==> config.mk <==
export PLATFORM = sky130hd
export DESIGN_NAME = ser_tx_unit
export DESIGN_NICKNAME = d
export VERILOG_FILES = /design/src/rtl/ser_tx_pkg.sv /design/src/rtl/ser_tx_baud.sv /design/src/rtl/ser_tx_shift.sv /design/src/rtl/ser_tx_regs.sv /design/src/rtl/ser_tx_unit.sv
export SDC_FILE = /design/constraint.sdc
export NUM_CORES = 1
export LEC_CHECK = 0
export BUFFER_PORTS_ARGS = -buffer_cell sky130_fd_sc_hd__buf_2
export CORE_MARGIN = 5
export CORE_UTILIZATION = 55
export CTS_BUF_LIST = sky130_fd_sc_hd__clkbuf_8 sky130_fd_sc_hd__clkbuf_16
export CTS_CLUSTER_SIZE = 30
export DETAILED_ROUTE_END_ITERATION = 8
export PLACE_DENSITY_LB_ADDON = 0.25
export SLEW_MARGIN = 30
export SYNTH_ARGS = -nofsm -noshare
export SYNTH_HDL_FRONTEND = slang
export SYNTH_SLANG_ARGS = --single-unit
==> constraint.sdc <==
create_clock -name clk -period 2.6 [get_ports clk]
set_input_delay 0.26 -clock clk [delete_from_list [all_inputs] [get_ports clk]]
set_output_delay 0.26 -clock clk [all_outputs]
set_load 0.02 [all_outputs]
==> src/rtl/ser_tx_pkg.sv <==
package ser_tx_pkg;

    localparam int BYTE_W    = 8;
    localparam int ADDR_W    = 3;
    localparam int DIV_W     = 12;
    localparam int DIV_HI_W  = DIV_W - BYTE_W;
    localparam int CHR_MAX   = 9;
    localparam int FRM_W     = CHR_MAX + 3;
    localparam int BIT_CNT_W = $clog2(FRM_W);
    localparam int SUB_W     = 4;
    localparam int CODE_W    = 3;

    typedef enum logic [ADDR_W-1:0] {
        A_STAT  = 3'd0,
        A_CTLB  = 3'd1,
        A_CTLC  = 3'd2,
        A_DIVLO = 3'd3,
        A_DIVHI = 3'd4,
        A_DATA  = 3'd5
    } reg_sel_e;

    // bit positions in the status register
    localparam int B_DONE  = 6;
    localparam int B_EMPTY = 5;
    localparam int B_DBL   = 1;
    // bit positions in control register B
    localparam int B_EN_DONE  = 6;
    localparam int B_EN_EMPTY = 5;
    localparam int B_TXEN     = 3;
    localparam int B_SZ2      = 2;
    localparam int B_BIT8     = 0;
    // bit positions in control register C
    localparam int B_STOP2 = 3;
    localparam int B_SZ_LO = 1;

    typedef struct packed {
        logic              dbl;
        logic [DIV_W-1:0]  div;
        logic [CODE_W-1:0] size_code;
        logic              two_stop;
        logic              tx_en;
        logic              en_empty;
        logic              en_done;
        logic              bit8;
    } cfg_t;

    function automatic logic [3:0] char_bits(input logic [CODE_W-1:0] code);
        return code[2] ? 4'd9 : (4'd5 + {2'b00, code[1:0]});
    endfunction

    // start bit at position 0, data above it, idle-high padding elsewhere
    function automatic logic [FRM_W-1:0] frame_image(input logic [CHR_MAX-1:0] d,
                                                     input logic [3:0] n);
        logic [FRM_W-1:0] f;
        f    = '1;
        f[0] = 1'b0;
        for (int i = 0; i < CHR_MAX; i++) begin
            if (i < int'(n)) f[i+1] = d[i];
        end
        return f;
    endfunction

    // index of the final bit of a frame (frame length minus one)
    function automatic logic [BIT_CNT_W-1:0] frame_last(input logic [3:0] n,
                                                        input logic two);
        return BIT_CNT_W'(n) + (two ? BIT_CNT_W'(2) : BIT_CNT_W'(1));
    endfunction

endpackage

==> src/rtl/ser_tx_baud.sv <==
module ser_tx_baud
    import ser_tx_pkg::*;
#(
    parameter int DW = DIV_W,
    parameter int SW = SUB_W
) (
    input  logic          clk,
    input  logic          rst,
    input  logic          run,
    input  logic          restart,
    input  logic [DW-1:0] div,
    input  logic          dbl,
    output logic          bit_end
);
    localparam logic [SW-1:0] SUB_NORM = SW'((1 << SW) - 1);
    localparam logic [SW-1:0] SUB_FAST = SW'((1 << (SW - 1)) - 1);

    logic [DW-1:0] pre;
    logic [SW-1:0] sub;
    logic [SW-1:0] sub_top;
    logic          pre_wrap;
    logic          sub_wrap;

    assign sub_top  = dbl ? SUB_FAST : SUB_NORM;
    assign pre_wrap = (pre >= div);
    assign sub_wrap = (sub >= sub_top);
    assign bit_end  = run & pre_wrap & sub_wrap;

    always_ff @(posedge clk) begin
        if (rst || restart || !run) begin
            pre <= '0;
            sub <= '0;
        end else if (pre_wrap) begin
            pre <= '0;
            sub <= sub_wrap ? '0 : sub + 1'b1;
        end else begin
            pre <= pre + 1'b1;
        end
    end

    // shortest bit is eight cycles, so two ends never touch
    p_bit_gap_r1: assert property (@(posedge clk) disable iff (rst)
        bit_end |=> !bit_end);

    // a restart always begins a full bit period
    p_restart_r1: assert property (@(posedge clk) disable iff (rst)
        (restart && run) |=> !bit_end);

endmodule

==> src/rtl/ser_tx_shift.sv <==
module ser_tx_shift
    import ser_tx_pkg::*;
(
    input  logic               clk,
    input  logic               rst,
    input  logic               bit_end,
    input  logic               buf_full,
    input  logic [CHR_MAX-1:0] buf_data,
    input  logic [CODE_W-1:0]  size_code,
    input  logic               two_stop,
    output logic               load,
    output logic               frame_end,
    output logic               busy,
    output logic               txd
);
    logic [FRM_W-1:0]     shreg;
    logic [BIT_CNT_W-1:0] bitcnt;
    logic [3:0]           nbits;

    assign nbits     = char_bits(size_code);
    assign frame_end = busy && bit_end && (bitcnt == '0);
    assign load      = buf_full && (!busy || frame_end);
    assign txd       = shreg[0];

    always_ff @(posedge clk) begin
        if (rst) begin
            shreg  <= '1;
            bitcnt <= '0;
            busy   <= 1'b0;
        end else if (load) begin
            shreg  <= frame_image(buf_data, nbits);
            bitcnt <= frame_last(nbits, two_stop);
            busy   <= 1'b1;
        end else if (busy && bit_end) begin
            shreg <= {1'b1, shreg[FRM_W-1:1]};
            if (frame_end) busy   <= 1'b0;
            else           bitcnt <= bitcnt - 1'b1;
        end
    end

    p_idle_high_r3: assert property (@(posedge clk) disable iff (rst)
        !busy |-> txd);

    p_start_low_r3: assert property (@(posedge clk) disable iff (rst)
        load |=> (!txd && busy));

    p_back_to_back_r9: assert property (@(posedge clk) disable iff (rst)
        (frame_end && buf_full) |=> busy);

endmodule

==> src/rtl/ser_tx_regs.sv <==
module ser_tx_regs
    import ser_tx_pkg::*;
(
    input  logic               clk,
    input  logic               rst,
    input  logic               bus_sel,
    input  logic               bus_wr,
    input  logic [ADDR_W-1:0]  bus_addr,
    input  logic [BYTE_W-1:0]  bus_wdata,
    output logic [BYTE_W-1:0]  bus_rdata,
    input  logic               empty_ack,
    input  logic               done_ack,
    input  logic               load_evt,
    input  logic               frame_end,
    output cfg_t               cfg,
    output logic               buf_full,
    output logic [CHR_MAX-1:0] buf_data,
    output logic               empty_irq,
    output logic               done_irq
);
    cfg_t cfg_q;
    logic empty_flag;
    logic done_flag;
    logic wr_any, wr_stat, wr_ctlb, wr_ctlc, wr_divlo, wr_divhi, wr_data;
    logic accept_data;
    logic txen_rise;
    logic set_empty;
    logic set_done;

    assign wr_any   = bus_sel && bus_wr;
    assign wr_stat  = wr_any && (bus_addr == A_STAT);
    assign wr_ctlb  = wr_any && (bus_addr == A_CTLB);
    assign wr_ctlc  = wr_any && (bus_addr == A_CTLC);
    assign wr_divlo = wr_any && (bus_addr == A_DIVLO);
    assign wr_divhi = wr_any && (bus_addr == A_DIVHI);
    assign wr_data  = wr_any && (bus_addr == A_DATA);

    assign accept_data = wr_data && cfg_q.tx_en;
    assign txen_rise   = wr_ctlb && bus_wdata[B_TXEN] && !cfg_q.tx_en;
    assign set_empty   = load_evt || txen_rise;
    assign set_done    = frame_end && !buf_full;

    always_ff @(posedge clk) begin
        if (rst) begin
            cfg_q      <= '0;
            buf_full   <= 1'b0;
            buf_data   <= '0;
            empty_flag <= 1'b0;
            done_flag  <= 1'b0;
        end else begin
            if (wr_stat) cfg_q.dbl <= bus_wdata[B_DBL];
            if (wr_ctlb) begin
                cfg_q.en_done      <= bus_wdata[B_EN_DONE];
                cfg_q.en_empty     <= bus_wdata[B_EN_EMPTY];
                cfg_q.tx_en        <= bus_wdata[B_TXEN];
                cfg_q.size_code[2] <= bus_wdata[B_SZ2];
                cfg_q.bit8         <= bus_wdata[B_BIT8];
            end
            if (wr_ctlc) begin
                cfg_q.two_stop       <= bus_wdata[B_STOP2];
                cfg_q.size_code[1:0] <= bus_wdata[B_SZ_LO+1:B_SZ_LO];
            end
            if (wr_divlo) cfg_q.div[BYTE_W-1:0]     <= bus_wdata;
            if (wr_divhi) cfg_q.div[DIV_W-1:BYTE_W] <= bus_wdata[DIV_HI_W-1:0];

            // holding buffer: a new write wins over the move to the shifter
            if (load_evt) buf_full <= 1'b0;
            if (accept_data) begin
                buf_full <= 1'b1;
                buf_data <= {cfg_q.bit8, bus_wdata};
            end

            // empty flag: set beats acknowledge, a new character beats both
            if (set_empty)      empty_flag <= 1'b1;
            else if (empty_ack) empty_flag <= 1'b0;
            if (accept_data)    empty_flag <= 1'b0;

            if (set_done) done_flag <= 1'b1;
            else if ((wr_stat && bus_wdata[B_DONE]) || done_ack) done_flag <= 1'b0;
        end
    end

    always_comb begin
        bus_rdata = '0;
        if (bus_sel) begin
            case (bus_addr)
                A_STAT: begin
                    bus_rdata[B_DONE]  = done_flag;
                    bus_rdata[B_EMPTY] = empty_flag;
                    bus_rdata[B_DBL]   = cfg_q.dbl;
                end
                A_CTLB: begin
                    bus_rdata[B_EN_DONE]  = cfg_q.en_done;
                    bus_rdata[B_EN_EMPTY] = cfg_q.en_empty;
                    bus_rdata[B_TXEN]     = cfg_q.tx_en;
                    bus_rdata[B_SZ2]      = cfg_q.size_code[2];
                    bus_rdata[B_BIT8]     = cfg_q.bit8;
                end
                A_CTLC: begin
                    bus_rdata[B_STOP2]              = cfg_q.two_stop;
                    bus_rdata[B_SZ_LO+1:B_SZ_LO]    = cfg_q.size_code[1:0];
                end
                A_DIVLO: bus_rdata = cfg_q.div[BYTE_W-1:0];
                A_DIVHI: bus_rdata = BYTE_W'(cfg_q.div[DIV_W-1:BYTE_W]);
                default: bus_rdata = '0;
            endcase
        end
    end

    assign cfg       = cfg_q;
    assign empty_irq = empty_flag && cfg_q.en_empty;
    assign done_irq  = done_flag && cfg_q.en_done;

    p_txen_rise_r4: assert property (@(posedge clk) disable iff (rst)
        txen_rise |=> empty_flag);

    p_data_clears_r5: assert property (@(posedge clk) disable iff (rst)
        accept_data |=> (!empty_flag && buf_full));

    p_ignored_data_r5: assert property (@(posedge clk) disable iff (rst)
        (wr_data && !cfg_q.tx_en && !buf_full) |=> !buf_full);

    p_w1c_done_r6: assert property (@(posedge clk) disable iff (rst)
        (wr_stat && bus_wdata[B_DONE] && !set_done) |=> !done_flag);

    p_empty_ack_r8: assert property (@(posedge clk) disable iff (rst)
        (empty_ack && !load_evt && !wr_ctlb) |=> !empty_flag);

    p_done_ack_r8: assert property (@(posedge clk) disable iff (rst)
        (done_ack && !frame_end) |=> !done_flag);

endmodule

==> src/rtl/ser_tx_unit.sv <==
module ser_tx_unit
    import ser_tx_pkg::*;
(
    input  logic              clk,
    input  logic              rst,
    input  logic              bus_sel,
    input  logic              bus_wr,
    input  logic [ADDR_W-1:0] bus_addr,
    input  logic [BYTE_W-1:0] bus_wdata,
    output logic [BYTE_W-1:0] bus_rdata,
    input  logic              empty_ack,
    input  logic              done_ack,
    output logic              empty_irq,
    output logic              done_irq,
    output logic              txd
);
    cfg_t               cfg;
    logic               buf_full;
    logic [CHR_MAX-1:0] buf_data;
    logic               load;
    logic               frame_end;
    logic               busy;
    logic               bit_end;

    ser_tx_regs u_regs (
        .clk       (clk),
        .rst       (rst),
        .bus_sel   (bus_sel),
        .bus_wr    (bus_wr),
        .bus_addr  (bus_addr),
        .bus_wdata (bus_wdata),
        .bus_rdata (bus_rdata),
        .empty_ack (empty_ack),
        .done_ack  (done_ack),
        .load_evt  (load),
        .frame_end (frame_end),
        .cfg       (cfg),
        .buf_full  (buf_full),
        .buf_data  (buf_data),
        .empty_irq (empty_irq),
        .done_irq  (done_irq)
    );

    ser_tx_baud #(.DW(DIV_W), .SW(SUB_W)) u_baud (
        .clk     (clk),
        .rst     (rst),
        .run     (busy),
        .restart (load),
        .div     (cfg.div),
        .dbl     (cfg.dbl),
        .bit_end (bit_end)
    );

    ser_tx_shift u_shift (
        .clk       (clk),
        .rst       (rst),
        .bit_end   (bit_end),
        .buf_full  (buf_full),
        .buf_data  (buf_data),
        .size_code (cfg.size_code),
        .two_stop  (cfg.two_stop),
        .load      (load),
        .frame_end (frame_end),
        .busy      (busy),
        .txd       (txd)
    );

endmodule

# == Word level (Yosys, flattened, before mapping) ==
# Index checks and enable logic that the tools add are counted.
# op_classes
addsub,5
mul,0
n_div,0
n_lt_le_gt_ge,11
n_eq_ne,6
shift,0
mux,34
bitwise,2
n_reduce_logical,36
# op_table
operator,n
4-bit two-way mux,6
1-bit two-way mux,20
10-bit two-way mux,2
1-bit logical AND,17
"3-bit by 4-bit less-than comparator with 1-bit output, first input constant",4
"12-bit by 1-bit adder with 12-bit output, second input constant",1
12-bit >= comparator,1
2-bit nonzero test,5
"1-bit by 4-bit less-than comparator with 1-bit output, first input constant",2
"2-bit by 4-bit less-than comparator with 1-bit output, first input constant",2
8-bit two-way mux,1
2-bit case mux with 4 select lines,1
"3-bit by 2-bit == test with 1-bit output, second input constant",2
"3-bit == test, second input constant",2
2-bit case mux with 3 select lines,1
1-bit logical OR,5
"3-bit by 2-bit adder with 4-bit output, first input constant",1
"4-bit by 1-bit adder with 4-bit output, second input constant",1
4-bit adder,1
4-bit >= comparator,1
4-bit zero test,1
"4-bit less-than comparator, first input constant",1
1-bit case mux with 4 select lines,1
2-bit AND reduction,2
9 further kinds,13
# totals
ff_bits,64
latch_bits,0
ramBits,0
mem_bits_ro,0
input_bits,17
output_inout_bits,11
wordCells,113
n_memories,0

# == Logic depth before layout (Yosys ltp) ==
# Gate-level depths: netlist of run 1.
# logic_depth
depth_word,10
ltp_mapped,10
ltp_nobuf,8

# == Cells and area by module ==
# From an unflattened synthesis of run 1, not the netlist that was laid out.
# unflattened
cells_unflattened,411
hier_area_um2,3714.8
# by_module_without_submodules
module,n_inst,cells_per_inst,area_per_inst_um2,seq_area_each_um2
ser_tx_regs,1,175,1681.6,660.6
ser_tx_baud,1,123,1048.5,320.3
ser_tx_shift,1,113,984.7,300.3

# == Worst setup path before layout of run 1 ==
# Ideal clock, no wire load.
# synth_path
kind,reg2reg
startpoint,"reg, netlist name u_regs.cfg[13]"
endpoint,reg u_shift.shreg[1]
setup_time_ps,141
arrival_time_ps,2095
required_time_ps,2459
slack_ps,364
stages_incl_launch_ff,10
n_path_buf,1
synth_period_minus_slack_ps,2236
path_cell_list,dfxtp_1 -> inv_1 -> ha_1 -> a21oi_1 -> o21ai_0 -> a221oi_2 -> o21ai_0 -> buf_2 -> nor2_1 -> a22oi_1
# synth_between
elab_chain_cells,8
word_cells_on_any_way,9
cone_classes,1 x order compare; 1 x mux; 2 x bitwise; 5 x reduce/logical
# synth_lines
element,line_no,source
12-bit >= comparator *,ser_tx_baud.sv:25,assign pre_wrap = (pre >= div);
1-bit AND * (2 in series),ser_tx_baud.sv:27,assign bit_end = run & pre_wrap & sub_wrap;
1-bit logical AND *,"ser_tx_shift.sv:21, ser_tx_shift.sv:34",
1-bit logical AND,ser_tx_shift.sv:21,assign frame_end = busy && bit_end && (bitcnt == '0);
1-bit logical OR,ser_tx_shift.sv:22,assign load = buf_full && (!busy || frame_end);
1-bit logical AND,ser_tx_shift.sv:22,
10-bit two-way mux / 2-bit nonzero test (equally long branches),--,
to (signal assigned),ser_tx_shift.sv:31,"shreg <= frame_image(buf_data, nbits);"
to (signal assigned),ser_tx_shift.sv:35,"shreg <= {1'b1, shreg[FRM_W-1:1]};"
to (decl),ser_tx_shift.sv:16,logic [FRM_W-1:0] shreg;
# Every way passes the cells marked *; elsewhere a longest branch is shown, timed or not.
# A chain may end at the register's enable or synchronous reset.

# == Final worst setup path of run 1 ==
# layout_path
startpoint,"reg, netlist name u_regs.cfg[19]"
endpoint,reg u_shift.shreg[9]
# layout_between
elab_chain_cells,8
word_cells_on_any_way,9
cone_classes,1 x order compare; 1 x mux; 2 x bitwise; 5 x reduce/logical
# layout_lines
element,line_no
12-bit >= comparator *,ser_tx_baud.sv:25
1-bit AND * (2 in series),ser_tx_baud.sv:27
1-bit logical AND *,"ser_tx_shift.sv:21, ser_tx_shift.sv:34"
1-bit logical AND,ser_tx_shift.sv:21
1-bit logical OR,ser_tx_shift.sv:22
1-bit logical AND,ser_tx_shift.sv:22
10-bit two-way mux / 2-bit nonzero test (equally long branches),--
# Marks and branches as above.

==> impl_metrics.toml, run 1 <==
[route]
ant_nets = 0
routedWlPerCell_um = 15.72
drtPass1Iterations = 5
drt-initial-drc-count = 102
viasPerCell = 5.673
vias = 2780
drc = 0
routed_wl_um = 7701

[worst_setup_path]
worstSetupPathType = "reg -> reg"
slowest_stage = "or3_1"
worstPathArrival_ns = 2.65
path_cells = "inv_1, ha_1, and4_2, nor4b_4, a32oi_1, o21a_2, or3_1, a21o_1"
start_kind = "flop"
ff2ff_path_depth = 8
crit_path_max_incr_delay_ns = 0.39
crit_required_ns = 2.83
worstPathMaxFanout = 7
worst_setup_path_end_kind = "flop"

[grt]
grt_max_degree = 53
antenna_found_initial = 0
grt_use_total = 0.2185
use_met1 = 0.2900
top_usage_layer = "met2"
overflow = 0
met2_usage = 0.3425
grt_pass1_vias = 2749
grt_util_met3 = 0.04233
grt_pass1_wl_um = 12970

[finish]
fin_cells = 490
syn_to_final_growth_pct = 13.90
diodes = 0
design_area_um2 = 3824
fin_nets = 449
drive_gt1_frac = 0.1566

[die]
dieArea_um2 = 7766
rows = 28
fp.dieW_um = 88.13
start_util = 0.5670
die_y_um = 88.13
pin_count = 28
fp.coreArea_um2 = 5921

[synth]
ys_seq_area_frac = 0.3817
ys_types = 52
synth_edf_count = 0
synth_area_leaders = "dfxtp_1 (38%), mux2i_1 (13%), ha_1 (7.5%), nor2_1 (7.2%), inv_1 (2.6%)"
synth_top_flop_cell = "dfxtp_1"
synth_nets = 419
syn_area_um2 = 3357
postSynthCellCount = 381
synth-warning-count = 0
synth.top_cell.area_share = 0.3817
synth_common_cells = "dfxtp_1 (64), nor2_1 (64), mux2i_1 (45), inv_1 (23), nand2_1 (21)"
syn_area_per_cell_um2 = 8.811
async_flop_share = 0
ys_seq_elements = 64
synth_area_leader_cell = "dfxtp_1"

[power_and_ir_drop]
vdd_ir_drop_max_v = 0.0003818
p_leak_nw = 1.530
power_density_nw_per_um2 = 517.7

[clock_tree]
cts_tree = "yes"
clk_pin_slew_ns = 0.07
insertion_delay_ns = 0.34
cts.sink_count = 64
cts_inserted_buffers = 9
post_cts_buffers = 0
cts-root-buf = "clkbuf_8"
clock_path_buffers = 2
htreeDepth = 3

[sta]
rsz0062_at_grt = "no"
final.setup.tns_ns = 0
min_period_ns = 2.415
max_slew_margin = 0.3606
skew_ns = 0.005128
post-route-period-util = 0.9289
fmax_mhz = 414.1
hold_viol = 0
worstMarginPinSlew_ns = 0.9590
finalSetupViolations = 0
maxSlewViolCount = 0

[placement]
hpwl_um = 5612
gp_congestion = 0.8894
placed_area_um2 = 3581
port_buffers = 27
placedCellCount = 475

[job]
cap_viol_max_count = 0

[hold_path]
hold_class = "in -> reg"
whs_path_depth = 3

[outcome]
outcome = "completed"
stage by stage:
stage	util	total power [mW]	setup slack, ns	hold WS (ns)
after CTS	0.6395	1.989	0.05952	0.1765
after detailed placement	0.6048	1.109	0.1386	0.4598
after floorplan	-	1.072	0.3642	0.4039
after global placement	0.6048	1.108	0.2035	0.4546
final	0.6458	1.980	0.1849	0.1876
after global routing	0.6458	2.046	0.006495	0.2028
final timing paths:
check	slack, ns	from	endpoint
setup / recovery	0.18	u_regs.cfg[19]	u_shift.shreg[9]
hold / removal	0.19	bus_wdata[7]	u_regs.buf_data[7]
setup reg to reg	0.18	u_regs.cfg[19]	u_shift.shreg[9]
hold reg to reg	0.47	u_baud.pre[0]	u_baud.pre[0]
metal layers:
metal  part of all wire  wire [um]
met3              0.042        325
met2               0.46       3540
met4              0.024        183
met1               0.47       3652
met5                  0          0
what timing repair did:
item,CTS,global route
endpoints found under the setup margin,0,14
hold buffers,0,0
resized for setup,0,12
critical path, delay by kind of cell (launching register included):
family / cells / cell delay (ns)
buffers and inverters: 1 / 0.07
AOI/OAI and AO/OA: 3 / 0.60
and+or+nand+nor: 3 / 0.93
DFF: 1 / 0.37
adders and majority gates: 1 / 0.33
cells in the final DEF, fill, tap and decap left out, types with 3 or more instances in the layout:
cell type	n
mux2i_1	45
xnor2_1	5
clkbuf_8	12
and3_1	6
nor3_1	10
a22oi_1	7
nor3b_1	3
inv_1	23
o21ai_0	11
xor2_1	6
and2_1	3
dfxtp_1	64
or3_1	3
nor2b_1	4
nand3b_1	5
nor2_1	63
nand2_1	20
nand2b_1	4
buf_2	27
buf_4	6
nand3_1	10
a21oi_1	15
ha_1	20
registers in the layout, summed over array words and instances, names as in the netlist:
| register | flops |
|---|---|
| u_regs.buf_full | 1 |
| u_regs.empty_flag | 1 |
| u_shift.shreg | 10 |
| u_regs.cfg | 21 |
| u_baud.pre | 12 |
| u_shift.busy | 1 |
| u_regs.buf_data | 9 |
| u_regs.done_flag | 1 |
| u_baud.sub | 4 |
| u_shift.bitcnt | 4 |
power by group:
part,leakage (nW),switching [mW],internal (mW)
Sequential,0.516,0.00382,0.984
Combinational,0.905,0.0673,0.0370
Clock,0.108,0.374,0.513
Total,1.53,0.445,1.53
kinds of logic (layout without fill, tap and decap cells):
kind of cell	after synthesis	count (layout)	synth area share
simple gates	142	142	0.2069
flops	64	64	0.3817
compound gates	59	59	0.1182
mux	46	46	0.1375
buf+inv	38	72	0.04659
fa+ha+maj	21	21	0.08051
xor+xnor	11	11	0.02870
cell type report:
class / instances / area [um2]
inverter: 23 / 86.33
tap: 75 / 93.84
sequential: 64 / 1281
clock buffer: 12 / 165.2
fill: 510 / 2097
multi-input combinational: 279 / 1957
timing repair buffer: 34 / 200.2
clock inverter: 3 / 40.04
No activity file was read; power rests on OpenSTA's default activity.
==> run 2: changes to the inputs <==
--- a/config.mk
+++ b/config.mk
@@ -12,5 +12,5 @@
 export CTS_CLUSTER_SIZE = 30
 export DETAILED_ROUTE_END_ITERATION = 8
-export PLACE_DENSITY_LB_ADDON = 0.25
+export PLACE_DENSITY = 0.75
 export SLEW_MARGIN = 30
 export SYNTH_ARGS = -nofsm -noshare
==> constraint.sdc (replaced) <==
create_clock -name clk -period 2.6 [get_ports clk]
set_input_delay 0.26 -clock clk [delete_from_list [all_inputs] [get_ports clk]]
set_output_delay 0.26 -clock clk [all_outputs]
set_load 0.005 [all_outputs]
==> run 2 against run 1 <==
Against the previous run: clock power shrank 6.7%; global-route usage grew 0.30 points; combinational power is essentially flat; power shrank 3.1%; via count shrank 1.9%; clock skew grew 0.0024 ns; sequential cell count is the same; non-clock buffer count grew 1; fmax is essentially flat; cell area shrank 1.4%; count of clock-buffer cells in the layout shrank 2; largest cell class unchanged.
==> impl_metrics.toml, run 2 (synthesis results as in run 1) <==
[clock_tree]
cts_inserted_buffers = 9
cts.sink_count = 64
hold_buffers = 0
clk_pin_slew_ns = 0.07
htreeDepth = 3
cts-root-buf = "clkbuf_8"
cts_tree = "yes"
clock_path_buffers = 2
insertion_delay_ns = 0.34

[outcome]
outcome = "completed"

[route]
routedWlPerCell_um = 15.77
drtPass1Iterations = 4
routed_wl_um = 7745
vias = 2727
viasPerCell = 5.554
drc = 0
ant_nets = 0
drt-initial-drc-count = 207

[grt]
antenna_found_initial = 0
grt_pass1_wl_um = 13220
grt_max_degree = 53
overflow = 0
grt_use_total = 0.2216
grt_pass1_vias = 2738

[placement]
gp_congestion = 0.8992
port_buffers = 27
post-place-ws_ns = 0.1769
hpwl_um = 5534

[die]
fp.dieW_um = 88.13
fp.coreArea_um2 = 5921
start_util = 0.5670
dieArea_um2 = 7766
pin_count = 28
rows = 28
die_y_um = 88.13

[worst_setup_path]
worstSetupPathType = "reg -> reg"
r2r_setup_slack_ns = 0.18
worstPathArrival_ns = 2.63
ff2ff_path_depth = 8
worstPathMaxFanout = 7
endpoint = "u_shift.bitcnt[3]"
rr_startpoint = "u_regs.cfg[13]"
critPathLaunch = "u_regs.cfg[13]"
worst_setup_path_end_kind = "flop"
r2r-end = "u_shift.bitcnt[3]"
start_kind = "flop"
crit_required_ns = 2.81

[finish]
fin_nets = 450
seq_area_um2 = 1281
final_cell_mix = "nor2_1 (64), dfxtp_1 (64), mux2i_1 (45), buf_2 (27), inv_1 (24)"
fill_cells = 522
largest_reg_flops = 21
drive_gt1_frac = 0.1418
syn_to_final_growth_pct = 12.34
diodes = 0
multi_input_area_um2 = 1928

[power_and_ir_drop]
vdd_ir_drop_max_v = 0.0003388
p_leak_nw = 1.518
finalPower_mw = 1.918
power_density_nw_per_um2 = 508.6

[sta]
fmax_mhz = 413.9
timing.final.ws_setup_ns = 0.1838
min_period_ns = 2.416
skew_ns = 0.007488
worstMarginPinSlew_ns = 0.9040
finalSetupViolations = 0
max_slew_margin = 0.3973
rsz0062_at_grt = "yes"
hold_viol = 0
post-route-period-util = 0.9293
maxSlewViolCount = 0

[hold_path]
hold_class = "in -> reg"

[job]
cap_viol_max_count = 0
==> run 2: timing repair <==
action,4_1_cts,5_1_grt
buffers inserted,0,0
resized for setup,0,3
endpoints found under the setup margin,0,6
==> run 2: metrics by stage <==
step | TNS, ns | cell area [um2] | std cells | hold WS (ns) | utilization
floorplan | 0 | 3357 | 381 | 0.4039 | -
global placement | 0 | 3576 | 476 | 0.4549 | 0.6040
detailed placement | 0 | 3576 | 476 | 0.4832 | 0.6040
CTS | 0 | 3762 | 491 | 0.1754 | 0.6355
global route | -0.02986 | 3771 | 491 | 0.1868 | 0.6369
finish | 0 | 3771 | 491 | 0.1822 | 0.6369
==> run 2: worst min path at each step <==
stage	start	endpoint	slack (ns)	depth (start not counted)
2_1_floorplan	bus_wdata[0]	u_regs.buf_data[0]	0.40	2
4_1_cts	bus_wdata[4]	u_regs.buf_data[4]	0.18	3
3_5_place_dp	u_regs.cfg[15]	u_regs.cfg[15]	0.48	2
6_report	bus_wdata[4]	u_regs.buf_data[4]	0.18	3
5_1_grt	bus_wdata[4]	u_regs.buf_data[4]	0.19	3
3_3_place_gp	u_baud.pre[0]	u_baud.pre[0]	0.45	1
==> run 2: worst max-delay path: stages (launching register included) <==
cell and delay, ns:
dfxtp_1 0.33, inv_1 0.06, ha_1 0.31, a21oi_1 0.14
o21ai_0 0.14, a221oi_2 0.43, o21a_2 0.33, mux2i_1 0.12
a2111oi_0 0.42
==> run 2: area by class of cell <==
cell class                 count  area share
inverter                      23     0.02289
sequential                    64      0.3397
clock inverter                 5     0.01294
tap                           75     0.02488
clock buffer                  10     0.03650
timing repair buffer          35     0.05176
multi-input combinational    279      0.5113
==> run 2: routing by layer <==
layer,vias up,track usage,wire length (um)
met1,1249,0.3021,3693
met4,0,0.07418,131
met2,74,0.3384,3502
li1,1390,-,-
met3,14,0.06303,417
met5,-,0,0
==> run 2: power breakdown <==
part           internal (mW)  total, mW  switching, mW
registers              0.984      0.989        0.00409
clock network          0.455      0.828          0.373
logic                 0.0360      0.102         0.0657
